### config.mk
export PLATFORM = sky130hd
export DESIGN_NAME = alu32_core
export DESIGN_NICKNAME = d
export VERILOG_FILES = /design/src/rtl/alu32_pkg.sv /design/src/rtl/alu32_decode.sv /design/src/rtl/alu32_slice.sv /design/src/rtl/alu32_msb_slice.sv /design/src/rtl/alu32_chain.sv /design/src/rtl/alu32_flags.sv /design/src/rtl/alu32_core.sv
export SDC_FILE = /design/constraint.sdc
export NUM_CORES = 1
export LEC_CHECK = 0
export CAP_MARGIN = 25
export CORE_MARGIN = 2
export CORE_UTILIZATION = 46
export DETAILED_ROUTE_END_ITERATION = 16
export PLACE_DENSITY_LB_ADDON = 0.3
export SLEW_MARGIN = 10
export SYNTH_ARGS = -nofsm -noshare
export SYNTH_HDL_FRONTEND = slang
export SYNTH_HIERARCHICAL = 1
export SYNTH_SLANG_ARGS = --single-unit
### constraint.sdc
create_clock -name vclk -period 20.9
set_clock_uncertainty 0.15 [all_clocks]
set_input_delay 2.09 -clock vclk [all_inputs]
set_output_delay 2.09 -clock vclk [all_outputs]
set_load 0.005 [all_outputs]
### src/rtl/alu32_pkg.sv
`timescale 1ns/1ps
package alu32_pkg;

   // Slice output selection, taken from the two low code bits.
   typedef enum logic [1:0] {
      PICK_AND  = 2'b00,
      PICK_OR   = 2'b01,
      PICK_SUM  = 2'b10,
      PICK_LESS = 2'b11
   } pick_e;

   // Defined operation codes.
   typedef enum logic [3:0] {
      OPC_AND = 4'b0000,
      OPC_OR  = 4'b0001,
      OPC_ADD = 4'b0010,
      OPC_SUB = 4'b0110,
      OPC_SLT = 4'b0111,
      OPC_NOR = 4'b1100
   } opc_e;

   // Decoded control bundle.
   typedef struct packed {
      logic  valid;
      logic  inv_a;
      logic  inv_b;
      logic  arith;
      pick_e pick;
   } ctrl_t;

endpackage

### src/rtl/alu32_decode.sv
`timescale 1ns/1ps
module alu32_decode
   import alu32_pkg::*;
(
   input  logic [3:0] op_i,
   output ctrl_t      ctrl_o
);

   logic known;

   always_comb begin
      unique case (op_i)
         OPC_AND, OPC_OR, OPC_ADD,
         OPC_SUB, OPC_SLT, OPC_NOR: known = 1'b1;
         default:                   known = 1'b0;
      endcase
   end

   always_comb begin
      ctrl_o.valid = known;
      ctrl_o.inv_a = op_i[3];
      ctrl_o.inv_b = op_i[2];
      ctrl_o.pick  = pick_e'(op_i[1:0]);
      // Adder flags are meaningful only when the sum or less path is picked.
      ctrl_o.arith = known & op_i[1];
   end

endmodule

### src/rtl/alu32_slice.sv
`timescale 1ns/1ps
module alu32_slice
   import alu32_pkg::*;
(
   input  logic  a_i,
   input  logic  b_i,
   input  logic  inv_a_i,
   input  logic  inv_b_i,
   input  logic  c_in_i,
   input  logic  less_i,
   input  pick_e pick_i,
   output logic  res_o,
   output logic  c_out_o
);

   logic aa;
   logic bb;
   logic sum;

   assign aa      = a_i ^ inv_a_i;
   assign bb      = b_i ^ inv_b_i;
   assign sum     = aa ^ bb ^ c_in_i;
   assign c_out_o = (aa & bb) | (aa & c_in_i) | (bb & c_in_i);

   always_comb begin
      unique case (pick_i)
         PICK_AND:  res_o = aa & bb;
         PICK_OR:   res_o = aa | bb;
         PICK_SUM:  res_o = sum;
         PICK_LESS: res_o = less_i;
         default:   res_o = 1'b0;
      endcase
   end

endmodule

### src/rtl/alu32_msb_slice.sv
`timescale 1ns/1ps
module alu32_msb_slice
   import alu32_pkg::*;
(
   input  logic  a_i,
   input  logic  b_i,
   input  logic  inv_a_i,
   input  logic  inv_b_i,
   input  logic  c_in_i,
   input  pick_e pick_i,
   output logic  res_o,
   output logic  c_out_o,
   output logic  ovf_o,
   output logic  set_o
);

   logic aa;
   logic bb;
   logic sum;

   assign aa      = a_i ^ inv_a_i;
   assign bb      = b_i ^ inv_b_i;
   assign sum     = aa ^ bb ^ c_in_i;
   assign c_out_o = (aa & bb) | (aa & c_in_i) | (bb & c_in_i);

   // Signed overflow: carry into the sign position differs from carry out.
   assign ovf_o   = c_in_i ^ c_out_o;
   // Overflow-corrected sign of the difference, routed back to bit 0.
   assign set_o   = sum ^ ovf_o;

   always_comb begin
      unique case (pick_i)
         PICK_AND:  res_o = aa & bb;
         PICK_OR:   res_o = aa | bb;
         PICK_SUM:  res_o = sum;
         PICK_LESS: res_o = 1'b0;
         default:   res_o = 1'b0;
      endcase
   end

endmodule

### src/rtl/alu32_chain.sv
`timescale 1ns/1ps
module alu32_chain
   import alu32_pkg::*;
#(
   parameter int WIDTH = 32
) (
   input  logic [WIDTH-1:0] a_i,
   input  logic [WIDTH-1:0] b_i,
   input  logic             inv_a_i,
   input  logic             inv_b_i,
   input  pick_e            pick_i,
   output logic [WIDTH-1:0] res_o,
   output logic             carry_o,
   output logic             ovf_o
);

   localparam int MSB = WIDTH - 1;

   logic [WIDTH:0] cy;
   logic           set_w;

   // Inverting B also supplies the +1 of the two's-complement negate.
   assign cy[0]   = inv_b_i;
   assign carry_o = cy[WIDTH];

   for (genvar i = 0; i < WIDTH; i++) begin : g_bit
      if (i == MSB) begin : g_msb
         alu32_msb_slice u_slice (
            .a_i     (a_i[i]),
            .b_i     (b_i[i]),
            .inv_a_i (inv_a_i),
            .inv_b_i (inv_b_i),
            .c_in_i  (cy[i]),
            .pick_i  (pick_i),
            .res_o   (res_o[i]),
            .c_out_o (cy[i+1]),
            .ovf_o   (ovf_o),
            .set_o   (set_w)
         );
      end else if (i == 0) begin : g_lsb
         alu32_slice u_slice (
            .a_i     (a_i[i]),
            .b_i     (b_i[i]),
            .inv_a_i (inv_a_i),
            .inv_b_i (inv_b_i),
            .c_in_i  (cy[i]),
            .less_i  (set_w),
            .pick_i  (pick_i),
            .res_o   (res_o[i]),
            .c_out_o (cy[i+1])
         );
      end else begin : g_mid
         alu32_slice u_slice (
            .a_i     (a_i[i]),
            .b_i     (b_i[i]),
            .inv_a_i (inv_a_i),
            .inv_b_i (inv_b_i),
            .c_in_i  (cy[i]),
            .less_i  (1'b0),
            .pick_i  (pick_i),
            .res_o   (res_o[i]),
            .c_out_o (cy[i+1])
         );
      end
   end

endmodule

### src/rtl/alu32_flags.sv
`timescale 1ns/1ps
module alu32_flags #(
   parameter int WIDTH      = 32,
   parameter int ZERO_GROUP = 8
) (
   input  logic [WIDTH-1:0] raw_i,
   input  logic             valid_i,
   input  logic             arith_i,
   input  logic             carry_i,
   input  logic             ovf_i,
   output logic [WIDTH-1:0] result_o,
   output logic             zero_o,
   output logic             carry_o,
   output logic             ovf_o
);

   localparam int GROUPS = WIDTH / ZERO_GROUP;

   if (ZERO_GROUP < 1 || (WIDTH % ZERO_GROUP) != 0) begin : g_bad_group
      $error("alu32_flags: ZERO_GROUP must divide WIDTH");
   end

   logic any_set;

   assign result_o = valid_i ? raw_i : '0;
   assign carry_o  = arith_i & carry_i;
   assign ovf_o    = arith_i & ovf_i;

   if (GROUPS <= 1) begin : g_flat
      assign any_set = |raw_i;
   end else begin : g_tree
      logic [GROUPS-1:0] grp;
      for (genvar g = 0; g < GROUPS; g++) begin : g_grp
         assign grp[g] = |raw_i[g*ZERO_GROUP +: ZERO_GROUP];
      end
      assign any_set = |grp;
   end

   assign zero_o = valid_i & ~any_set;

endmodule

### src/rtl/alu32_core.sv
`timescale 1ns/1ps
module alu32_core
   import alu32_pkg::*;
#(
   parameter int WIDTH      = 32,
   parameter int ZERO_GROUP = 8
) (
   input  logic [WIDTH-1:0] a_i,
   input  logic [WIDTH-1:0] b_i,
   input  logic [3:0]       op_i,
   output logic [WIDTH-1:0] result_o,
   output logic             zero_o,
   output logic             carry_o,
   output logic             ovf_o
);

   if (WIDTH < 2) begin : g_bad_width
      $error("alu32_core: WIDTH must be at least 2");
   end

   ctrl_t            ctrl;
   logic [WIDTH-1:0] raw;
   logic             chain_carry;
   logic             chain_ovf;

   alu32_decode u_decode (
      .op_i   (op_i),
      .ctrl_o (ctrl)
   );

   alu32_chain #(
      .WIDTH (WIDTH)
   ) u_chain (
      .a_i     (a_i),
      .b_i     (b_i),
      .inv_a_i (ctrl.inv_a),
      .inv_b_i (ctrl.inv_b),
      .pick_i  (ctrl.pick),
      .res_o   (raw),
      .carry_o (chain_carry),
      .ovf_o   (chain_ovf)
   );

   alu32_flags #(
      .WIDTH      (WIDTH),
      .ZERO_GROUP (ZERO_GROUP)
   ) u_flags (
      .raw_i    (raw),
      .valid_i  (ctrl.valid),
      .arith_i  (ctrl.arith),
      .carry_i  (chain_carry),
      .ovf_i    (chain_ovf),
      .result_o (result_o),
      .zero_o   (zero_o),
      .carry_o  (carry_o),
      .ovf_o    (ovf_o)
   );

endmodule

# ---- Yosys cells after proc, flatten, opt, wreduce, memory -nomap -nowiden
# Cells that the tools add are included.
dict set report classes {
  n_addsub 0
  mul 0
  div_mod_pow 0
  n_lt_le_gt_ge 0
  n_eq_ne 8
  shifts 0
  mux 34
  bitwise 327
  n_reduce_logical 4
}
# cell count
set op_table {}
lappend op_table {{XOR 1 bit} 130}
lappend op_table {{case mux 1 bit (4 select lines)} 32}
lappend op_table {{AND 1 bit} 100}
lappend op_table {{bitwise OR 1 bit} 96}
lappend op_table {{two-way mux 32 bit} 1}
lappend op_table {{OR reduction 32 bit} 1}
lappend op_table {{equality test 4 x 3 -> 1 bit, second input constant} 2}
lappend op_table {{OR reduction 6 bit} 1}
lappend op_table {{equality test 2 bit, second input constant} 2}
lappend op_table {{equality test 4 x 1 -> 1 bit, second input constant} 1}
lappend op_table {{equality test 4 x 2 -> 1 bit, second input constant} 1}
lappend op_table {{equality test 4 bit, second input constant} 1}
lappend op_table {{zero test 4 bit} 1}
lappend op_table {{equality test 2 x 1 -> 1 bit, second input constant} 1}
lappend op_table {{zero test 2 bit} 1}
lappend op_table {{two-way mux 1 bit} 1}
lappend op_table {{inverter 1 bit} 1}
dict set report word_totals {
  reg_bits 0
  latch_bits 0
  ramBits 0
  rom_bits 0
  output_inout_bits 35
  elab_cells 373
  mem_count 0
}

# ---- Logic depth before layout (Yosys ltp)
# Gate-level depths: netlist of run 1.
dict set report logic_depth {
  depth_word 103
  mapped_depth 41
  mapped_depth_nobuf 40
}

# ---- Hierarchy
# Netlist of run 1, hierarchy kept.
# module instances cells_each area_per_inst_um2
set modules_own_cells {}
lappend modules_own_cells {alu32_slice 31 9 96.3}
lappend modules_own_cells {alu32_flags 1 49 311.5}
lappend modules_own_cells {alu32_msb_slice 1 15 133.9}
lappend modules_own_cells {alu32_decode 1 11 90.1}
lappend modules_own_cells {alu32_chain 1 1 3.8}

# ---- Least setup slack after synthesis of run 1
# No wires, ideal clock.
dict set report synth_path {
  path_kind {input -> output}
  from {input port op_i[3]}
  to {output port zero_o}
  arrival_time_ps 17815
  setup_slack_ps 845
  path_stages 38
  path_cell_list {buf_4 xnor2_1 inv_1 fa_1 fa_1 fa_1 fa_1 fa_1 fa_1 fa_1 fa_1 fa_1 fa_1 fa_1 fa_1 fa_1 fa_1 fa_1 (+2 left out) fa_1 fa_1 fa_1 fa_1 fa_1 fa_1 fa_1 fa_1 fa_1 fa_1 fa_1 fa_1 fa_1 fa_1 mux4_2 nor4b_2 nand4_1 nor3_2}
}
dict set report synth_via {
  word_cells_on_any_way 332
}
# element line_no
set synth_rtl {}
lappend synth_rtl {{from (decl)} alu32_core.sv:10} ;# input logic [3:0] op_i,
lappend synth_rtl {{XOR 1 bit (*)} alu32_slice.sv:20} ;# assign aa = a_i ^ inv_a_i;
lappend synth_rtl {{AND 1 bit} alu32_slice.sv:23} ;# assign c_out_o = (aa & bb) | (aa & c_in_i) | (bb & c_in_i);
lappend synth_rtl {{bitwise OR 1 bit (*) (2 in series)} alu32_slice.sv:23}
lappend synth_rtl {{named net u_chain.cy[1]} alu32_chain.sv:19} ;# logic [WIDTH:0] cy;
lappend synth_rtl {{AND 1 bit} alu32_slice.sv:23}
lappend synth_rtl {{bitwise OR 1 bit} alu32_slice.sv:23}
lappend synth_rtl {{bitwise OR 1 bit (*)} alu32_slice.sv:23}
lappend synth_rtl {{named net u_chain.cy[2]} alu32_chain.sv:19}
lappend synth_rtl {{(+3 left out)} n/a}
lappend synth_rtl {{named net u_chain.cy[3]} alu32_chain.sv:19}
lappend synth_rtl {{(+3 left out)} n/a}
lappend synth_rtl {{named net u_chain.cy[4]} alu32_chain.sv:19}
lappend synth_rtl {{(+3 left out)} n/a}
lappend synth_rtl {{named net u_chain.cy[5]} alu32_chain.sv:19}
lappend synth_rtl {{(+3 left out)} n/a}
lappend synth_rtl {{named net u_chain.cy[6]} alu32_chain.sv:19}
lappend synth_rtl {{(+3 left out)} n/a}
lappend synth_rtl {{named net u_chain.cy[7]} alu32_chain.sv:19}
lappend synth_rtl {{(+3 left out)} n/a}
lappend synth_rtl {{named net u_chain.cy[8]} alu32_chain.sv:19}
lappend synth_rtl {{(+3 left out)} n/a}
lappend synth_rtl {{named net u_chain.cy[9]} alu32_chain.sv:19}
lappend synth_rtl {{(+3 left out)} n/a}
lappend synth_rtl {{named net u_chain.cy[10]} alu32_chain.sv:19}
lappend synth_rtl {{(+3 left out)} n/a}
lappend synth_rtl {{named net u_chain.cy[11]} alu32_chain.sv:19}
lappend synth_rtl {{(+3 left out)} n/a}
lappend synth_rtl {{named net u_chain.cy[12]} alu32_chain.sv:19}
lappend synth_rtl {{(+3 left out)} n/a}
lappend synth_rtl {{named net u_chain.cy[13]} alu32_chain.sv:19}
lappend synth_rtl {{(+3 left out)} n/a}
lappend synth_rtl {{named net u_chain.cy[14]} alu32_chain.sv:19}
lappend synth_rtl {{(+3 left out)} n/a}
lappend synth_rtl {{named net u_chain.cy[15]} alu32_chain.sv:19}
lappend synth_rtl {{(+3 left out)} n/a}
lappend synth_rtl {{named net u_chain.cy[16]} alu32_chain.sv:19}
lappend synth_rtl {{(+3 left out)} n/a}
lappend synth_rtl {{named net u_chain.cy[17]} alu32_chain.sv:19}
lappend synth_rtl {{(+3 left out)} n/a}
lappend synth_rtl {{named net u_chain.cy[18]} alu32_chain.sv:19}
lappend synth_rtl {{(+3 left out)} n/a}
lappend synth_rtl {{named net u_chain.cy[19]} alu32_chain.sv:19}
lappend synth_rtl {{(+3 left out)} n/a}
lappend synth_rtl {{named net u_chain.cy[20]} alu32_chain.sv:19}
lappend synth_rtl {{(+3 left out)} n/a}
lappend synth_rtl {{named net u_chain.cy[21]} alu32_chain.sv:19}
lappend synth_rtl {{(+3 left out)} n/a}
lappend synth_rtl {{named net u_chain.cy[22]} alu32_chain.sv:19}
lappend synth_rtl {{(+3 left out)} n/a}
lappend synth_rtl {{named net u_chain.cy[23]} alu32_chain.sv:19}
lappend synth_rtl {{(+3 left out)} n/a}
lappend synth_rtl {{named net u_chain.cy[24]} alu32_chain.sv:19}
lappend synth_rtl {{(+3 left out)} n/a}
lappend synth_rtl {{named net u_chain.cy[25]} alu32_chain.sv:19}
lappend synth_rtl {{(+3 left out)} n/a}
lappend synth_rtl {{named net u_chain.cy[26]} alu32_chain.sv:19}
lappend synth_rtl {{(+3 left out)} n/a}
lappend synth_rtl {{named net u_chain.cy[27]} alu32_chain.sv:19}
lappend synth_rtl {{(+3 left out)} n/a}
lappend synth_rtl {{named net u_chain.cy[28]} alu32_chain.sv:19}
lappend synth_rtl {{(+3 left out)} n/a}
lappend synth_rtl {{named net u_chain.cy[29]} alu32_chain.sv:19}
lappend synth_rtl {{(+2 left out)} n/a}
lappend synth_rtl {{bitwise OR 1 bit (*)} alu32_slice.sv:23}
lappend synth_rtl {{named net u_chain.cy[30]} alu32_chain.sv:19}
lappend synth_rtl {{XOR 1 bit (*)} alu32_slice.sv:22} ;# assign sum = aa ^ bb ^ c_in_i;
lappend synth_rtl {{case mux 1 bit (4 select lines) (*)} alu32_slice.sv:26} ;# unique case (pick_i)
lappend synth_rtl {{named net raw[30]} alu32_core.sv:22} ;# logic [WIDTH-1:0] raw;
lappend synth_rtl {{OR reduction 32 bit (*)} alu32_flags.sv:36} ;# assign any_set = |grp;
lappend synth_rtl {{inverter 1 bit (*)} alu32_flags.sv:39} ;# assign zero_o = valid_i & ~any_set;
lappend synth_rtl {{AND 1 bit (*)} alu32_flags.sv:39}
lappend synth_rtl {{to (decl)} alu32_core.sv:12} ;# output logic zero_o,
# Mark *: on every way through the listed nets, which the timed path passes. The rest lies on a longest branch.

# ---- Worst setup path in the final report of run 1
dict set report layout_path {
  from {input port a_i[0]}
  to {output port zero_o}
}
dict set report layout_via {
  word_cells_on_any_way 200
}
# element line_no
set layout_rtl {}
lappend layout_rtl {{from (decl)} alu32_core.sv:8} ;# input logic [WIDTH-1:0] a_i,
lappend layout_rtl {{XOR 1 bit (*)} alu32_slice.sv:20}
lappend layout_rtl {{AND 1 bit} alu32_slice.sv:23}
lappend layout_rtl {{bitwise OR 1 bit (*) (2 in series)} alu32_slice.sv:23}
lappend layout_rtl {{named net u_chain.cy[1]} alu32_chain.sv:19}
lappend layout_rtl {{AND 1 bit} alu32_slice.sv:23}
lappend layout_rtl {{bitwise OR 1 bit} alu32_slice.sv:23}
lappend layout_rtl {{bitwise OR 1 bit (*)} alu32_slice.sv:23}
lappend layout_rtl {{named net u_chain.cy[2]} alu32_chain.sv:19}
lappend layout_rtl {{(+3 left out)} n/a}
lappend layout_rtl {{named net u_chain.cy[3]} alu32_chain.sv:19}
lappend layout_rtl {{(+3 left out)} n/a}
lappend layout_rtl {{named net u_chain.cy[4]} alu32_chain.sv:19}
lappend layout_rtl {{(+3 left out)} n/a}
lappend layout_rtl {{named net u_chain.cy[5]} alu32_chain.sv:19}
lappend layout_rtl {{(+3 left out)} n/a}
lappend layout_rtl {{named net u_chain.cy[6]} alu32_chain.sv:19}
lappend layout_rtl {{(+3 left out)} n/a}
lappend layout_rtl {{named net u_chain.cy[7]} alu32_chain.sv:19}
lappend layout_rtl {{(+3 left out)} n/a}
lappend layout_rtl {{named net u_chain.cy[8]} alu32_chain.sv:19}
lappend layout_rtl {{(+3 left out)} n/a}
lappend layout_rtl {{named net u_chain.cy[9]} alu32_chain.sv:19}
lappend layout_rtl {{(+3 left out)} n/a}
lappend layout_rtl {{named net u_chain.cy[10]} alu32_chain.sv:19}
lappend layout_rtl {{(+3 left out)} n/a}
lappend layout_rtl {{named net u_chain.cy[11]} alu32_chain.sv:19}
lappend layout_rtl {{(+3 left out)} n/a}
lappend layout_rtl {{named net u_chain.cy[12]} alu32_chain.sv:19}
lappend layout_rtl {{(+3 left out)} n/a}
lappend layout_rtl {{named net u_chain.cy[13]} alu32_chain.sv:19}
lappend layout_rtl {{(+3 left out)} n/a}
lappend layout_rtl {{named net u_chain.cy[14]} alu32_chain.sv:19}
lappend layout_rtl {{(+3 left out)} n/a}
lappend layout_rtl {{named net u_chain.cy[15]} alu32_chain.sv:19}
lappend layout_rtl {{(+3 left out)} n/a}
lappend layout_rtl {{named net u_chain.cy[16]} alu32_chain.sv:19}
lappend layout_rtl {{(+3 left out)} n/a}
lappend layout_rtl {{named net u_chain.cy[17]} alu32_chain.sv:19}
lappend layout_rtl {{(+3 left out)} n/a}
lappend layout_rtl {{named net u_chain.cy[18]} alu32_chain.sv:19}
lappend layout_rtl {{(+3 left out)} n/a}
lappend layout_rtl {{named net u_chain.cy[19]} alu32_chain.sv:19}
lappend layout_rtl {{(+3 left out)} n/a}
lappend layout_rtl {{named net u_chain.cy[20]} alu32_chain.sv:19}
lappend layout_rtl {{(+3 left out)} n/a}
lappend layout_rtl {{named net u_chain.cy[21]} alu32_chain.sv:19}
lappend layout_rtl {{(+3 left out)} n/a}
lappend layout_rtl {{named net u_chain.cy[22]} alu32_chain.sv:19}
lappend layout_rtl {{(+3 left out)} n/a}
lappend layout_rtl {{named net u_chain.cy[23]} alu32_chain.sv:19}
lappend layout_rtl {{(+3 left out)} n/a}
lappend layout_rtl {{named net u_chain.cy[24]} alu32_chain.sv:19}
lappend layout_rtl {{(+3 left out)} n/a}
lappend layout_rtl {{named net u_chain.cy[25]} alu32_chain.sv:19}
lappend layout_rtl {{(+3 left out)} n/a}
lappend layout_rtl {{named net u_chain.cy[26]} alu32_chain.sv:19}
lappend layout_rtl {{(+3 left out)} n/a}
lappend layout_rtl {{named net u_chain.cy[27]} alu32_chain.sv:19}
lappend layout_rtl {{(+3 left out)} n/a}
lappend layout_rtl {{named net u_chain.cy[28]} alu32_chain.sv:19}
lappend layout_rtl {{(+3 left out)} n/a}
lappend layout_rtl {{named net u_chain.cy[29]} alu32_chain.sv:19}
lappend layout_rtl {{(+2 left out)} n/a}
lappend layout_rtl {{bitwise OR 1 bit (*)} alu32_slice.sv:23}
lappend layout_rtl {{named net u_chain.cy[30]} alu32_chain.sv:19}
lappend layout_rtl {{XOR 1 bit (*)} alu32_slice.sv:22}
lappend layout_rtl {{case mux 1 bit (4 select lines) (*)} alu32_slice.sv:26}
lappend layout_rtl {{named net raw[30]} alu32_core.sv:22}
lappend layout_rtl {{OR reduction 32 bit (*)} alu32_flags.sv:36}
lappend layout_rtl {{inverter 1 bit (*)} alu32_flags.sv:39}
lappend layout_rtl {{AND 1 bit (*)} alu32_flags.sv:39}
# Marked as above.

==> results of run 1 <==
## stage by stage
| stage | setup TNS [ns] | instance area (µm²) | utilization (%) |
|---|---|---|---|
| 2_1_floorplan | 0 | 3635 | - |
| 3_3_place_gp | -0.1641 | 4780 | 65.20 |
| 3_5_place_dp | -0.4343 | 4780 | 65.20 |
| 4_1_cts | 0 | 4797 | 65.44 |
| 5_1_grt | 0 | 4828 | 65.86 |
| 6_report | 0 | 4828 | 65.86 |
## cells by family (layout without fill, tap and decap cells)
logic type	Yosys count	after routing	synth area share, %
buffers and inverters	105	207	11.78
adders and majority gates	97	97	41.45
xor gates and xnor gates	65	65	16.15
and+or+nand+nor	53	53	9.972
muxes	31	31	19.80
AOI/OAI and AO/OA	3	3	0.7451
other	1	30	0.1064
## synthesized netlist by cell type, drive strengths merged
cell     number  share of area [%]
nand4bb       1               0.32
fa           33                 19
nor3          1               0.28
xor2         32                7.9
nor2b         3               0.53
nor4b         1               0.43
nor4          6                1.1
clkbuf        1               0.11
nor3b         1               0.21
and2b         1               0.21
buf           7                1.3
ha           64                 23
xnor2        33                8.2
mux4         31                 20
and2         34                6.0
nor2          1               0.11
and3b         1               0.25
conb          1               0.11
o31a          1               0.25
nand4         2               0.35
or3           1               0.18
o21ai         1               0.14
o31ai         1               0.35
inv          97                 10
## worst max-delay path: cells and delay by family
kind                       cells  cell delay (ns)
xor gates and xnor gates       1             0.13
adders and majority gates     31            13.58
and+or+nand+nor                3             0.71
buffers and inverters          3             1.11
muxes                          1             0.49
## path summary, 6_finish.rpt
path / startpoint / end / cells past startpoint
min: op_i[2] / ovf_o / 6
max: a_i[0] / zero_o / 39
## layout make-up
cell class                      count  area, µm²
Multi-Input combinational cell    279       3277
Fill cell                         586       2502
Timing Repair Buffer              110       1064
Inverter                           97      364.1
Tap cell                           99      123.9
## repair_timing
item	in CTS	in global routing
endpoints found under the setup margin	2	3
setup buffers	0	0
gates resized for setup	7	9
pin swaps	0	1
## metal layers
layer	global-route usage (%)	vias to the layer above	share of wire, %
li1	-	1316	-
met4	0.7576	0	0.21
met5	0	-	0
met2	37.07	70	54
met1	23.89	1327	42
met3	1.411	2	4.2
## power breakdown
part	leakage, nW	switching (mW)	internal, mW
Clock	0	0	0
Combinational	2.24	0.0675	0.0825
Sequential	0	0	0
## layout by cell type (no fill, tap or decap)
| cell type | count |
|---|---|
| and2_1 | 34 |
| fa_1 | 19 |
| nor2b_1 | 3 |
| nand4bb_1 | 1 |
| and2b_1 | 1 |
| nor3b_1 | 1 |
| o31a_1 | 1 |
| nor3_2 | 1 |
| fa_2 | 14 |
| mux4_2 | 31 |
| ha_1 | 64 |
| clkdlybuf4s50_1 | 99 |
| nor2_1 | 1 |
| xnor2_1 | 32 |
| buf_4 | 7 |
| nor4b_2 | 1 |
| o21ai_0 | 1 |
| buf_2 | 4 |
| or3_1 | 1 |
| conb_1 | 30 |
| nand4_1 | 2 |
| nor4_1 | 5 |
| nor4_2 | 1 |
| and3b_1 | 1 |
| inv_1 | 97 |
| o31ai_4 | 1 |
| xnor2_2 | 1 |
| xor2_1 | 32 |
==> run summary, run 1 <==
Antenna cells - 0
First-pass GRT wire length - 13.27 mm
Crit-path max cell delay - 0.51 ns
Via count - 2715
Max Cap Viol - 0
Buffers on Ports - 103
Critical Path Slowest Stage Cell - clkdlybuf4s50_1
Seq/Total Area, Yosys - 0%
Final setup fails - 0
Power Total - 0.1500 mW
# rows - 31
Min Hold Slack - 5.209 ns
Lkg Pwr - 2.236 nW
Power density over cell area - 31.07 nW/µm²
Peak VDD IR - 0.00001635 V
Fin. Hold Viols - 0
# IOs - 103
# clk buffers - 0
Routed wire length - 7.957 mm
Vias in the first global route - 2967
Worst-Margin Slew - 0.9204 ns
GRT overflow - 0
Die H - 91.55 µm
Final cell count without fillers - 585
Global Route Usage Sum - 19.02%
DR WL/cell - 13.60 µm
Number of antenna violations at the first check in global routing - 0
RSZ-0062 raised after global routing - false
Area delta synth->final - 36.94%
Max_slew headroom - 38.64%
Final GP Congestion - 0.8039
Syn_area_per_cell - 9.932 µm²
Placed insts - 585
Place WS - -0.3466 ns
Iter 0 DRT Violations - 57
Core box area - 7331 µm²
Maximum clock frequency - 0.04914 GHz
Drt via density - 4.641
Fin crit share - 97.37%
Register Area - 0 µm²
Drc violations - 0
Number of sequential cells - 0
Gate Count Post-Synth - 355
Post-synth cell types - 25
Final ANT Viol Nets - 0
Initial core utilization - 48.10%
Worst Slack Setup Final - 0.5489 ns
Max-slew violations - 0
Status - complete, no violations
Crit-path max FO - 2
Crit path capture type - output port
Largest net degree at the start of global routing - 38
CP required - 18.66 ns
Worst Setup Start Kind - primary input
Final min period - 20.35 ns
Setup Crit Path Kind - primary input to output port
Synth Warn # - 6
Initial DRT Pass Iterations - 4
Worst Path Arrival - 18.11 ns
CTS Hold Bufs - 0
Layout cell share with drive strength beyond 1 - 12.55%
DIE AREA - 8381 µm²
Syn Std Cell Area - 3526 µm²
Hold Path Class - primary input to output port
Cell repeated most along the worst path - fa_1
Die Width - 91.55 µm
Final Net Count - 653
Dpl hpwl - 6.686 mm
No activity file was read; power rests on OpenSTA's default activity.
==> run 2: changes to the inputs <==
Settings changed: SLEW_MARGIN 10 to 20.
==> results of run 2 <==
No change in the layout: final DEF, timing and power equal those of run 1.
==> run 3: changes to the inputs <==
Settings changed: MAX_ROUTING_LAYER from default to met4.
==> run 3 against run 2 <==
  * Maximum frequency barely moved
  * Sequential share of layout area did not move
  * Critical path depth did not move
  * Power barely moved
  * Largest cell class unchanged
  * Count of clock-buffer cells in the layout did not move
  * Combinational power barely moved
  * Sequential cell count did not move
  * Non-clock buffer count did not move
==> run summary, run 3 (synthesis gave the netlist of run 1 again) <==
Number of sequential cells - 0 (unchanged)
Global Route Usage Sum - 19.60% (+0.57 points)
Power density over cell area - 31.08 nW/µm² (about the same)
Most frequent cells in the layout - clkdlybuf4s50_1 (99), inv_1 (97), ha_1 (64)
Setup Crit Path Kind - primary input to output port
Post-CTS setup buffers - 0 (unchanged)
Largest net degree at the start of global routing - 38 (unchanged)
Drt via density - 4.656 (+0.33%)
RSZ-0062 raised after global routing - false
Fin. Hold Viols - 0 (unchanged)
Maximum clock frequency - 0.04914 GHz (about the same)
Number of antenna violations at the first check in global routing - 0 (unchanged)
Final Net Count - 653 (unchanged)
Hold depth - 6 (unchanged)
Register Area - 0 µm² (unchanged)
# clk buffers - 0 (unchanged)
Commonest non-fill, non-tap cell in the layout - clkdlybuf4s50_1
Status - complete, no violations
Util after Layout - 65.86% (unchanged)
Worst Hold End - ovf_o
Drc violations - 0 (unchanged)
Max Cap Viol - 0 (unchanged)
Dpl hpwl - 6.686 mm (unchanged)
Worst Path Arrival - 18.11 ns (about the same)
Max_slew headroom - 38.25% (-0.39 points)
Vias in the first global route - 2970 (+0.10%)
Final GP Congestion - 0.8155 (+1.4%)
Final setup fails - 0 (unchanged)
Worst Slack Setup Final - 0.5506 ns (+0.001714 ns)
Cell repeated most along the worst path - fa_1
Min Hold Slack - 5.204 ns (-0.004600 ns)
Met1 wire length - 3.357 mm (+0.63%)
# rows - 31 (unchanged)
Placed insts - 585 (unchanged)
Crit path capture type - output port
Place WS - -0.3466 ns (unchanged)
GRT overflow - 0 (unchanged)
Crit-path max cell delay - 0.51 ns (about the same)
Via count - 2724 (+0.33%)
Min-delay src - op_i[2]
Max-slew violations - 0 (unchanged)
First-pass GRT wire length - 13.28 mm (about the same)
Final cell count without fillers - 585 (unchanged)
Antenna cells - 0 (unchanged)
Initial DRT Pass Iterations - 4 (unchanged)
CP required - 18.66 ns (about the same)
Lkg Pwr - 2.236 nW (unchanged)
Worst Setup Start Kind - primary input
# IOs - 103 (unchanged)
Hold Path Class - primary input to output port
Die H - 91.55 µm (unchanged)
Met3 Wirelength - 302 µm (-9.6%)
DR WL/cell - 13.63 µm (+0.24%)
Final min period - 20.35 ns (-0.001714 ns)
Fin crit share - 97.37% (about the same)
Met2 WL - 4.299 mm (+0.70%)
Layout cell share with drive strength beyond 1 - 12.55% (unchanged)
Worst-Margin Slew - 0.9262 ns (+0.005800 ns)
Critical Path Slowest Stage Cell - clkdlybuf4s50_1
Buffers on Ports - 103 (unchanged)
Die Width - 91.55 µm (unchanged)
DIE AREA - 8381 µm² (unchanged)
Routed wire length - 7.976 mm (+0.24%)
Initial core utilization - 48.10% (unchanged)
Crit-path max FO - 2 (unchanged)
Core box area - 7331 µm² (unchanged)
Filler cell count - 586 (unchanged)
Top Layer Used - met4
Final ANT Viol Nets - 0 (unchanged)
Area delta synth->final - 36.94% (unchanged)
Peak VDD IR - 0.00001639 V (+0.20%)
Iter 0 DRT Violations - 44 (-23%)
CTS Hold Bufs - 0 (unchanged)
==> run 3: worst max-delay path by stage <==
stage / end / depth (start not counted) / start / slack [ns]
floorplan: zero_o / 38 / op_i[3] / 0.84
global placement: zero_o / 39 / a_i[0] / -0.16
detailed placement: zero_o / 39 / a_i[0] / -0.35
CTS: zero_o / 39 / a_i[0] / 0.02
global route: zero_o / 39 / a_i[0] / 0.08
finish: zero_o / 39 / a_i[0] / 0.55
==> run 3: metrics by stage <==
stage | power (mW) | cell area [µm²] | setup TNS (ns)
2_1_floorplan | 0.09252 | 3635 | 0
3_3_place_gp | 0.1403 | 4780 | -0.1641
3_5_place_dp | 0.1478 | 4780 | -0.4343
4_1_cts | 0.1503 | 4797 | 0
5_1_grt | 0.1672 | 4828 | 0
6_report | 0.1501 | 4828 | 0
==> run 3: cell type report <==
type                       count  area [µm²]  share of cell area [%]
multi-input combinational    279        3277                   67.87
inverter                      97       364.1                   7.541
tap                           99       123.9                   2.565
timing repair buffer         110        1064                   22.03
==> run 3: critical path, delay by kind of cell <==
kind / cells / cell delay, ns
multiplexers: 1 / 0.49
adder cells (fa/ha/maj): 31 / 13.57
XOR/XNOR: 1 / 0.13
buffers and inverters: 3 / 1.11
AND/OR/NAND/NOR: 3 / 0.71
==> run 3: metal layers <==
| layer | track usage (%) | vias to the layer above |
|---|---|---|
| li1 | - | 1315 |
| met1 | 24.21 | 1339 |
| met2 | 37.13 | 68 |
| met3 | 0.9959 | 2 |
| met4 | 0.7576 | 0 |
| met5 | - | - |
==> run 3: repair_timing <==
item | 4_1_cts | 5_1_grt
endpoints found under the setup margin | 2 | 3
pin swaps | 0 | 1
resized for setup | 7 | 9
==> run 3: power by group <==
part	switching [mW]	internal, mW
Combinational	0.0676	0.0825
Sequential	0	0
Clock	0	0
